**config.mk**
```make
export PLATFORM = sky130hd
export DESIGN_NAME = tdm_fsync_tx
export DESIGN_NICKNAME = d
export VERILOG_FILES = /design/src/rtl/tdm_fsync_pkg.sv /design/src/rtl/tdm_clkdiv.sv /design/src/rtl/tdm_frame_ctrl.sv /design/src/rtl/tdm_lane.sv /design/src/rtl/tdm_fsync_tx.sv
export SDC_FILE = /design/constraint.sdc
export NUM_CORES = 1
export LEC_CHECK = 0
export ABC_AREA = 1
export BUFFER_PORTS_ARGS = -buffer_cell sky130_fd_sc_hd__buf_2
export CORE_AREA = 4 4 326 328
export CTS_CLUSTER_SIZE = 8
export DETAILED_ROUTE_END_ITERATION = 12
export DIE_AREA = 0 0 330 332
export GPL_TIMING_DRIVEN = 0
export SLEW_MARGIN = 20
export SYNTH_ARGS = -nofsm -noshare
export SYNTH_HDL_FRONTEND = slang
export SYNTH_SLANG_ARGS = --single-unit
```
**constraint.sdc**
```tcl
create_clock -name clk -period 32.2 [get_ports clk]
set_input_delay 3.22 -clock clk [delete_from_list [all_inputs] [get_ports clk]]
set_output_delay 3.22 -clock clk [all_outputs]
set_load 0.01 [all_outputs]
```
**src/rtl/tdm_fsync_pkg.sv**
```systemverilog
package tdm_fsync_pkg;

    localparam int SLOTS_MAX = 8;
    localparam int WORD_W    = 40;
    localparam int SLOT_W    = $clog2(SLOTS_MAX);
    localparam int BIT_W     = $clog2(WORD_W);
    localparam int PKT_SHORT = 24;
    localparam int PKT_LONG  = 40;

    typedef enum logic [1:0] {
        TDM_X1 = 2'd0,
        TDM_X2 = 2'd1,
        TDM_X4 = 2'd2,
        TDM_X8 = 2'd3
    } tdm_sel_e;

    typedef enum logic {
        PKT_24 = 1'b0,
        PKT_40 = 1'b1
    } pkt_sel_e;

    typedef struct packed {
        tdm_sel_e tdm;
        pkt_sel_e pkt;
    } frame_fmt_t;

    // number of slots on one line for a given select
    function automatic int unsigned tdm_slots(tdm_sel_e s);
        return 32'd1 << s;
    endfunction

    // bit index launched first in a packet (MSB first)
    function automatic logic [BIT_W-1:0] first_bit(pkt_sel_e p);
        return (p == PKT_40) ? BIT_W'(PKT_LONG - 1) : BIT_W'(PKT_SHORT - 1);
    endfunction

endpackage

```
**src/rtl/tdm_clkdiv.sv**
```systemverilog
module tdm_clkdiv #(
    parameter int DIV_W = 4
) (
    input  logic             clk,
    input  logic             rst,
    input  logic [DIV_W-1:0] div,
    output logic             dclk,
    output logic             fall_evt
);

    logic [DIV_W-1:0] hcnt;
    logic [DIV_W-1:0] div_eff;
    logic             tog;

    always_comb begin
        div_eff  = (div == '0) ? DIV_W'(1) : div;
        tog      = (hcnt >= div_eff - DIV_W'(1));
        fall_evt = tog & dclk;
    end

    always_ff @(posedge clk) begin
        if (rst) begin
            hcnt <= '0;
            dclk <= 1'b0;
        end else if (tog) begin
            hcnt <= '0;
            dclk <= ~dclk;
        end else begin
            hcnt <= hcnt + DIV_W'(1);
        end
    end

    // half-period counter never passes the active divider
    assert_half_bound_R1: assert property (@(posedge clk) disable iff (rst)
        hcnt < div_eff);

endmodule

```
**src/rtl/tdm_frame_ctrl.sv**
```systemverilog
module tdm_frame_ctrl
    import tdm_fsync_pkg::*;
#(
    parameter int DIV_W = 4
) (
    input  logic              clk,
    input  logic              rst,
    input  logic              fall_evt,
    input  logic              conv_valid,
    input  logic              ovr_clr,
    input  logic [DIV_W-1:0]  cfg_div,
    input  frame_fmt_t        cfg_fmt,
    output logic              start,
    output logic              busy,
    output logic              fsync,
    output logic              overrun,
    output logic [SLOT_W-1:0] slot,
    output logic [BIT_W-1:0]  bitpos,
    output logic [DIV_W-1:0]  act_div,
    output frame_fmt_t        act_fmt
);

    logic              pend;
    logic              last;
    logic [SLOT_W-1:0] last_slot;

    always_comb begin
        last_slot = SLOT_W'(tdm_slots(act_fmt.tdm) - 1);
        last      = busy && (slot == last_slot) && (bitpos == '0);
        start     = fall_evt && pend && (!busy || last);
    end

    always_ff @(posedge clk) begin
        if (rst) begin
            pend    <= 1'b0;
            overrun <= 1'b0;
        end else begin
            if (conv_valid)      pend <= 1'b1;
            else if (start)      pend <= 1'b0;
            if (conv_valid && (busy || pend)) overrun <= 1'b1;
            else if (ovr_clr)                 overrun <= 1'b0;
        end
    end

    always_ff @(posedge clk) begin
        if (rst) begin
            busy    <= 1'b0;
            fsync   <= 1'b0;
            slot    <= '0;
            bitpos  <= '0;
            act_div <= DIV_W'(1);
            act_fmt <= '{tdm: TDM_X1, pkt: PKT_24};
        end else begin
            if (fall_evt) fsync <= start;
            if (start) begin
                busy    <= 1'b1;
                slot    <= '0;
                bitpos  <= first_bit(cfg_fmt.pkt);
                act_div <= cfg_div;
                act_fmt <= cfg_fmt;
            end else if (fall_evt && busy) begin
                if (last) begin
                    busy <= 1'b0;
                end else if (bitpos == '0) begin
                    slot   <= slot + SLOT_W'(1);
                    bitpos <= first_bit(act_fmt.pkt);
                end else begin
                    bitpos <= bitpos - BIT_W'(1);
                end
            end
        end
    end

    assert_ovr_set_R9: assert property (@(posedge clk) disable iff (rst)
        conv_valid && (busy || pend) |=> overrun);

    assert_ovr_sticky_R10: assert property (@(posedge clk) disable iff (rst)
        overrun && !ovr_clr |=> overrun);

    assert_fmt_hold_R11: assert property (@(posedge clk) disable iff (rst)
        busy && !start |=> $stable(act_fmt) && $stable(act_div));

endmodule

```
**src/rtl/tdm_lane.sv**
```systemverilog
module tdm_lane
    import tdm_fsync_pkg::*;
(
    input  logic                        clk,
    input  logic                        conv_valid,
    input  logic                        start,
    input  logic                        busy,
    input  logic [SLOTS_MAX*WORD_W-1:0] words,
    input  logic [SLOT_W-1:0]           slot,
    input  logic [BIT_W-1:0]            bitpos,
    output logic                        dout
);

    logic [SLOTS_MAX-1:0][WORD_W-1:0] pend_w;
    logic [SLOTS_MAX-1:0][WORD_W-1:0] act_w;

    always_ff @(posedge clk) begin
        if (conv_valid) pend_w <= words;
        if (start)      act_w  <= pend_w;
    end

    assign dout = busy & act_w[slot][bitpos];

endmodule

```
**src/rtl/tdm_fsync_tx.sv**
```systemverilog
module tdm_fsync_tx
    import tdm_fsync_pkg::*;
#(
    parameter int NUM_LANES = 2,
    parameter int DIV_W     = 4
) (
    input  logic                                  clk,
    input  logic                                  rst,
    input  logic                                  conv_valid,
    input  logic [NUM_LANES*SLOTS_MAX*WORD_W-1:0] conv_data,
    input  logic [DIV_W-1:0]                      cfg_div,
    input  logic [1:0]                            cfg_tdm,
    input  logic                                  cfg_pkt,
    input  logic                                  ovr_clr,
    output logic                                  dclk,
    output logic                                  fsync,
    output logic [NUM_LANES-1:0]                  dout,
    output logic                                  overrun
);

    localparam int LANE_W = SLOTS_MAX * WORD_W;

    frame_fmt_t        cfg_fmt;
    frame_fmt_t        act_fmt;
    logic [DIV_W-1:0]  act_div;
    logic              fall_evt;
    logic              start;
    logic              busy;
    logic [SLOT_W-1:0] slot;
    logic [BIT_W-1:0]  bitpos;

    always_comb begin
        cfg_fmt.tdm = tdm_sel_e'(cfg_tdm);
        cfg_fmt.pkt = pkt_sel_e'(cfg_pkt);
    end

    tdm_clkdiv #(.DIV_W(DIV_W)) u_div (
        .clk      (clk),
        .rst      (rst),
        .div      (act_div),
        .dclk     (dclk),
        .fall_evt (fall_evt)
    );

    tdm_frame_ctrl #(.DIV_W(DIV_W)) u_ctrl (
        .clk        (clk),
        .rst        (rst),
        .fall_evt   (fall_evt),
        .conv_valid (conv_valid),
        .ovr_clr    (ovr_clr),
        .cfg_div    (cfg_div),
        .cfg_fmt    (cfg_fmt),
        .start      (start),
        .busy       (busy),
        .fsync      (fsync),
        .overrun    (overrun),
        .slot       (slot),
        .bitpos     (bitpos),
        .act_div    (act_div),
        .act_fmt    (act_fmt)
    );

    for (genvar l = 0; l < NUM_LANES; l++) begin : g_lane
        tdm_lane u_lane (
            .clk        (clk),
            .conv_valid (conv_valid),
            .start      (start),
            .busy       (busy),
            .words      (conv_data[l*LANE_W +: LANE_W]),
            .slot       (slot),
            .bitpos     (bitpos),
            .dout       (dout[l])
        );
    end

    assert_dout_on_fall_R2: assert property (@(posedge clk) disable iff (rst)
        !$stable(dout) |-> $fell(dclk));

    assert_fsync_on_fall_R2: assert property (@(posedge clk) disable iff (rst)
        !$stable(fsync) |-> $fell(dclk));

    assert_fsync_first_R6: assert property (@(posedge clk) disable iff (rst)
        fsync |-> busy && (slot == '0) && (bitpos == first_bit(act_fmt.pkt)));

    assert_idle_low_R7: assert property (@(posedge clk) disable iff (rst)
        !busy |-> (dout == '0) && !fsync);

endmodule

```
* Yosys cells after proc, flatten, opt, wreduce, memory -nomap -nowiden
Cells that the tools add are included.
Widths: inputs -> output; s select.
** Storage, ports and cells
- Register bits :: 1305
- Output and inout bits :: 5
- Input bits :: 651
- Word-level logic and storage cells :: 101
** Operators by class
- $lt $le $gt $ge :: 3
- Multiplexer cells :: 22
- Add/subtract/negate cells :: 5
- Shifts and indexed selects :: 1
- Equal/unequal tests :: 2
- Bitwise logic cells :: 5
- Reductions and logical operators :: 20
** Operators with widths (number)
- $bmux 40 s3 :: 2
- $mux 40 :: 2
- $mux 6 :: 6
- $bmux 1 s6 :: 2
- $mux 1 :: 9
- $reduce_bool 2->1 :: 4
- $lt 6x7->1 const B :: 1
- $logic_and 1x1->1 :: 6
- $logic_not 6->1 :: 1
- $sub 6x1->6 const B :: 1
- $add 4x1->4 const B :: 1
- $ge 4x4->1 :: 1
- $logic_not 4->1 :: 1
- $lt 3x4->1 const B :: 1
- $mux 4 :: 1
- $reduce_and 2->1 :: 2
- $reduce_or 2->1 :: 2
- $sub 4x1->4 const B :: 1
- $add 3x1->3 const B :: 1
- $and 1x1->1 :: 3
- $eq 3x3->1 :: 1
- $reduce_and 3->1 :: 1
- $shl 1x2->3 const A :: 1
- $sub 3x1->3 const B :: 1
- other kinds (4) :: 6

* Longest topological paths before layout
- Word-level depth :: 9
- Mapped depth :: 19
- Depth with buffers taken out :: 17

* Modules after synthesis
From an unflattened synthesis, not the netlist that was laid out.
** Unflattened totals
- Cells, all modules :: 2916
- Area total of the unflattened synthesis :: 46338.2 um^2
** By module, submodules not included
- tdm_lane :: times used 2, area each 22471.6 um^2, cells each 1358, seq. area each 19218.4 um^2
- tdm_frame_ctrl :: times used 1, area each 1078.5 um^2, cells each 157, seq. area each 400.4 um^2
- tdm_clkdiv :: times used 1, area each 316.6 um^2, cells each 43, seq. area each 100.1 um^2

* Least setup slack after synthesis
OpenSTA, ideal clock, no wires.
- Path type :: reg2reg
- From :: register u_ctrl.act_div[0]
- To :: register u_ctrl.bitpos[4]
- Data arrival time :: 12.063 ns
- Clock period less this slack :: 12.190 ns
- Library setup time :: 0.127 ns
- Stages on the path, launching flop included :: 17
- Required time :: 32.073 ns
- Path slack :: 20.010 ns
- Buffers on the path :: 0
- Path through :: dfxtp_1 -> nor2_1 -> nand2_1 -> nor2_1 -> nor2_1 -> ha_1 -> ha_1 -> inv_1 -> nor2_1 -> o211ai_1 -> nand3_1 -> nand2_1 -> nor2_1 -> inv_1 -> nor2_4 -> nand2_1 -> o2111a_1
** On the way
- Longest elaborated chain between the ends :: 9
- Elaborated cells between the ends (all ways) :: 12
- Classes of those cells :: add/sub: 1; order compare: 1; eq/ne: 1; mux: 2; bitwise: 1; reduce/logical: 6
** RTL lines
- start, declared :: line tdm_frame_ctrl.sv:19 : output logic [DIV_W-1:0] act_div,
- start signal, assigned :: line tdm_frame_ctrl.sv:59 : act_div <= cfg_div;
- $logic_not 4->1 :: line tdm_clkdiv.sv:16 : div_eff = (div == '0) ? DIV_W'(1) : div;
- $mux 4 * :: line tdm_clkdiv.sv:16
- $sub 4x1->4 * :: line tdm_clkdiv.sv:17 : tog = (hcnt >= div_eff - DIV_W'(1));
- $ge 4x4->1 * :: line tdm_clkdiv.sv:17
- $and 1x1->1 * :: line tdm_clkdiv.sv:18 : fall_evt = tog & dclk;
- $logic_and 1x1->1 * (2 in a row) :: line tdm_frame_ctrl.sv:30 : start = fall_evt && pend && (!busy || last);
- net g_lane[0].u_lane.start :: line tdm_lane.sv:6 : input logic start,
- $ne 2x1->1 (no source line) / $reduce_bool 2->1 (equally long branches)
- $reduce_and 2->1 (no source line)
- end signal, assigned :: line tdm_frame_ctrl.sv:58 : bitpos <= first_bit(cfg_fmt.pkt);
- end signal, assigned :: line tdm_frame_ctrl.sv:66 : bitpos <= first_bit(act_fmt.pkt);
- end signal, assigned :: line tdm_frame_ctrl.sv:68 : bitpos <= bitpos - BIT_W'(1);
- end, declared :: line tdm_frame_ctrl.sv:18 : output logic [BIT_W-1:0] bitpos,
Mark *: on every way through the listed nets, which the timed path passes. The rest lies on a longest branch.
A chain may end at the register's enable or synchronous reset.

* Final worst setup path
- From :: register u_ctrl.slot[2]
- To :: output dout[1]
** On the way
- Longest elaborated chain between the ends :: 5
** RTL lines
- start, declared :: line tdm_frame_ctrl.sv:17 : output logic [SLOT_W-1:0] slot,
- start signal, assigned :: line tdm_frame_ctrl.sv:65 : slot <= slot + SLOT_W'(1);
- $bmux 40 s3 :: line tdm_lane.sv:22 : assign dout = busy & act_w[slot][bitpos];
- $mux 40 (implied by the code) :: line tdm_lane.sv:22
- $bmux 1 s6 :: line tdm_lane.sv:22
- $mux 1 (implied by the code) :: line tdm_lane.sv:22
- $and 1x1->1 :: line tdm_lane.sv:22
- end, declared :: line tdm_fsync_tx.sv:17 : output logic [NUM_LANES-1:0] dout,
Every way passes these cells. The select of a mux whose other input is x is not followed.

==> results.yml <==
cts:
  post-cts-setup-buffers: 0
  htree_levels: 4
  clockRootBuffer: "clkbuf_16"
  hold_buffers: 0
  cts_tree: "built"
  cts_resized: 0
  cts_buffers: 182
  ctsLongestPathBuffers: 3
  clock_sinks: 1305
  worstSkewPairLatency_ns: 0.77
  clkTransAtPathRegs_ns: 0.05
synthesis:
  synth_top_area_frac: 0.8328
  netlist_instances: 2886
  synth.area.top_cells: "edfxtp_1, nand2_1, nand3_1, nor2_1, o21ai_0"
  yosysUniqueCellTypes: 33
  ys_ff_latch: 1305
  yosys.area.top_type: "edfxtp_1"
  synth_seq_area_share: 0.8436
  synth.avg_cell_area_sq_um: 15.99
  synth_warnings: 0
  synth_area_sq_um: 46160
  syn_nets: 3545
die:
  die_w_microns: 330
  coreArea_sq_um: 103200
  ios: 656
  die-area_sq_um: 109600
  rows: 118
  die_h_microns: 332
  start_util: 0.4472
timing:
  relSlewSlack: 0.2264
  post-route-min-period_ns: 7.218
  post-route-period-util: 0.2242
  setup_tns_ns: 0
  tightestPinTransition_ns: 1.160
  clock_skew_ns: 0.02897
  finalSetupViolCount: 0
  rsz0062_at_grt: "false"
  hold_violations: 0
  max_freq_mhz: 138.5
  slew_violations: 0
worst_hold_path:
  hp-start: "g_lane[1].u_lane.pend_w[41]$_DFFE_PP_"
  hold_path_end: "g_lane[1].u_lane.act_w[41]$_DFFE_PP_"
  holdPathStages: 0
  holdCritPathClass: "register to register"
setup_path:
  crit_type: "register to output pin"
  path_common_cell: "nand3_1"
  crit_chain: "buf_2, buf_4, buf_1, nand3_1, nand3_1, nand3_1, nand3_1, nand3_1, nand2_1, nand2_1, nand2_1, nand2_1, a21oi_1, buf_4, buf_2"
  r2r-end: "g_lane[1].u_lane.act_w[81]$_DFFE_PP_"
  worstPathArrival_ns: 4.00
  path_max_fanout: 10
  crit_required_ns: 28.98
  r2r_setup_slack_ns: 27.96
  reg2reg_depth: 16
  cp_slowest_stage_delay_ns: 0.76
  cp_slowest_cell: "buf_1"
  endpoint_kind: "output pin"
  crit_family: "buffers and inverters"
  path_buf_inv: 5
  r2r-start: "u_ctrl.bitpos[0]$_SDFFE_PP0P_"
  startpoint_type: "register"
drt:
  antenna_left: 0
  drc: 0
  routed_via_density: 5.257
  totalWireLength_microns: 134100
  drt_first_pass_iters: 5
  first_iter_violations: 2669
  vias: 27400
  routedWlPerCell_microns: 25.73
grt:
  grt_util_all_layers: 0.2403
  use_met2: 0.3901
  grt_max_degree: 103
  grt_util_met3: 0.04793
  use_met1: 0.3176
  grt_pass1_wl_microns: 185300
  top_usage_layer: "met2"
  grt-ovfl-total: 0
  grt_pass1_vias: 27240
  antenna_found_initial: 66
power:
  ir_drop_v: 0.00005806
  power.density_nw_per_um2: 79.33
  power.total_mw: 4.525
  power.leakage_nw: 21.17
final_layout:
  drive_gt1_frac: 0.2644
  final_core_util: 0.5527
  instances_no_fill: 5212
  layout_commonest_cell: "edfxtp_1"
  nNetsFinal: 4419
  layout_common_cells: "edfxtp_1, buf_2, nand2_1"
  final_area_sq_um: 57040
  areaGrowthSynthToFinish_pct: 23.59
placed_design:
  routabilityCongestion: 0.8251
  hpwl_microns: 96740
  placed_cell_area_sq_um: 52040
  io_buffers: 654
  dp.cells: 4956
status:
  status: "finished clean"
job:
  maxCapViolCount: 0
-- cell type report --
cell class                 instances  area [sq um]
clock buffer                     199          4649
sequential                      1305         38940
timing repair buffer             690          4161
antenna                           42         105.1
buffer                           140         797.0
tap                             1380          1727
inverter                          47         178.9
fill                            8260         46160
clock inverter                    15         244.0
multi-input combinational       1394          6243
-- worst max-delay path by stage --
stage	to	cells after the start	start	slack [ns]
after CTS	dout[1]	15	u_ctrl.slot[2]$_SDFFE_PP0P_	24.95
after global routing	dout[0]	15	u_ctrl.slot[2]$_SDFFE_PP0P_	24.85
after global placement	u_ctrl.bitpos[4]$_SDFFE_PP0P_	13	u_ctrl.bitpos[0]$_SDFFE_PP0P_	14.50
after detailed placement	dout[1]	15	u_ctrl.slot[2]$_SDFFE_PP0P_	25.81
final	dout[1]	15	u_ctrl.slot[2]$_SDFFE_PP0P_	24.98
after floorplan	u_ctrl.bitpos[4]$_SDFFE_PP0P_	16	u_ctrl.act_div[0]$_SDFFE_PP1P_	20.01
-- power by group --
group / internal, mW / switching [mW] / total [mW]
Clock: 1.01 / 0.664 / 1.67
Sequential: 2.16 / 0.0612 / 2.22
Combinational: 0.196 / 0.437 / 0.633
Total: 3.36 / 1.16 / 4.53
-- per-stage QoR --
stage	hold WS [ns]	setup slack, ns
6_report	0.3863	24.98
5_1_grt	0.4047	24.85
4_1_cts	0.3896	24.95
3_5_place_dp	0.4045	25.81
3_3_place_gp	0.4002	14.50
2_1_floorplan	0.4003	20.01
-- cells by family after synthesis --
group | count (synthesis) | synth area share
buf+inv | 187 | 0.02112
xor+xnor | 4 | 0.0007592
fa+ha+maj | 8 | 0.002169
flops | 1305 | 0.8436
simple gates | 1189 | 0.1082
compound gates | 193 | 0.02413
-- synthesized netlist by cell type --
cell type  number
edfxtp_1     1280
nand2_1       607
nand3_1       402
nor2_1        169
o21ai_0       113
buf_2          66
inv_1          40
clkbuf_1       31
buf_4          27
a21oi_1        26
dfxtp_1        25
o221ai_1       20
o22ai_1        12
o211ai_1       11
buf_6          10
ha_1            8
nand4_1         6
buf_1           5
inv_2           5
a31oi_1         4
nor3_1          3
o21ai_1         2
o21bai_1        2
xnor2_1         2
xor2_1          2
a221oi_2        1
buf_8           1
clkinv_1        1
inv_4           1
nor2_2          1
nor2_4          1
o2111a_1        1
o32ai_1         1
-- registers in the layout, summed over array words and instances, names as in the netlist, 3 cells and up --
name	cells
g_lane.u_lane.act_w	640
u_div.hcnt	4
u_ctrl.act_fmt	3
u_ctrl.slot	3
u_ctrl.act_div	4
g_lane.u_lane.pend_w	640
u_ctrl.bitpos	6
-- metal layers --
| metal | part of all wire | vias to the layer above |
|---|---|---|
| li1 | - | 12350 |
| met1 | 0.40 | 13510 |
| met2 | 0.49 | 1239 |
| met3 | 0.075 | 284 |
| met4 | 0.035 | 10 |
| met5 | 0.00050 | - |
Power figures use the tool's default switching activity.
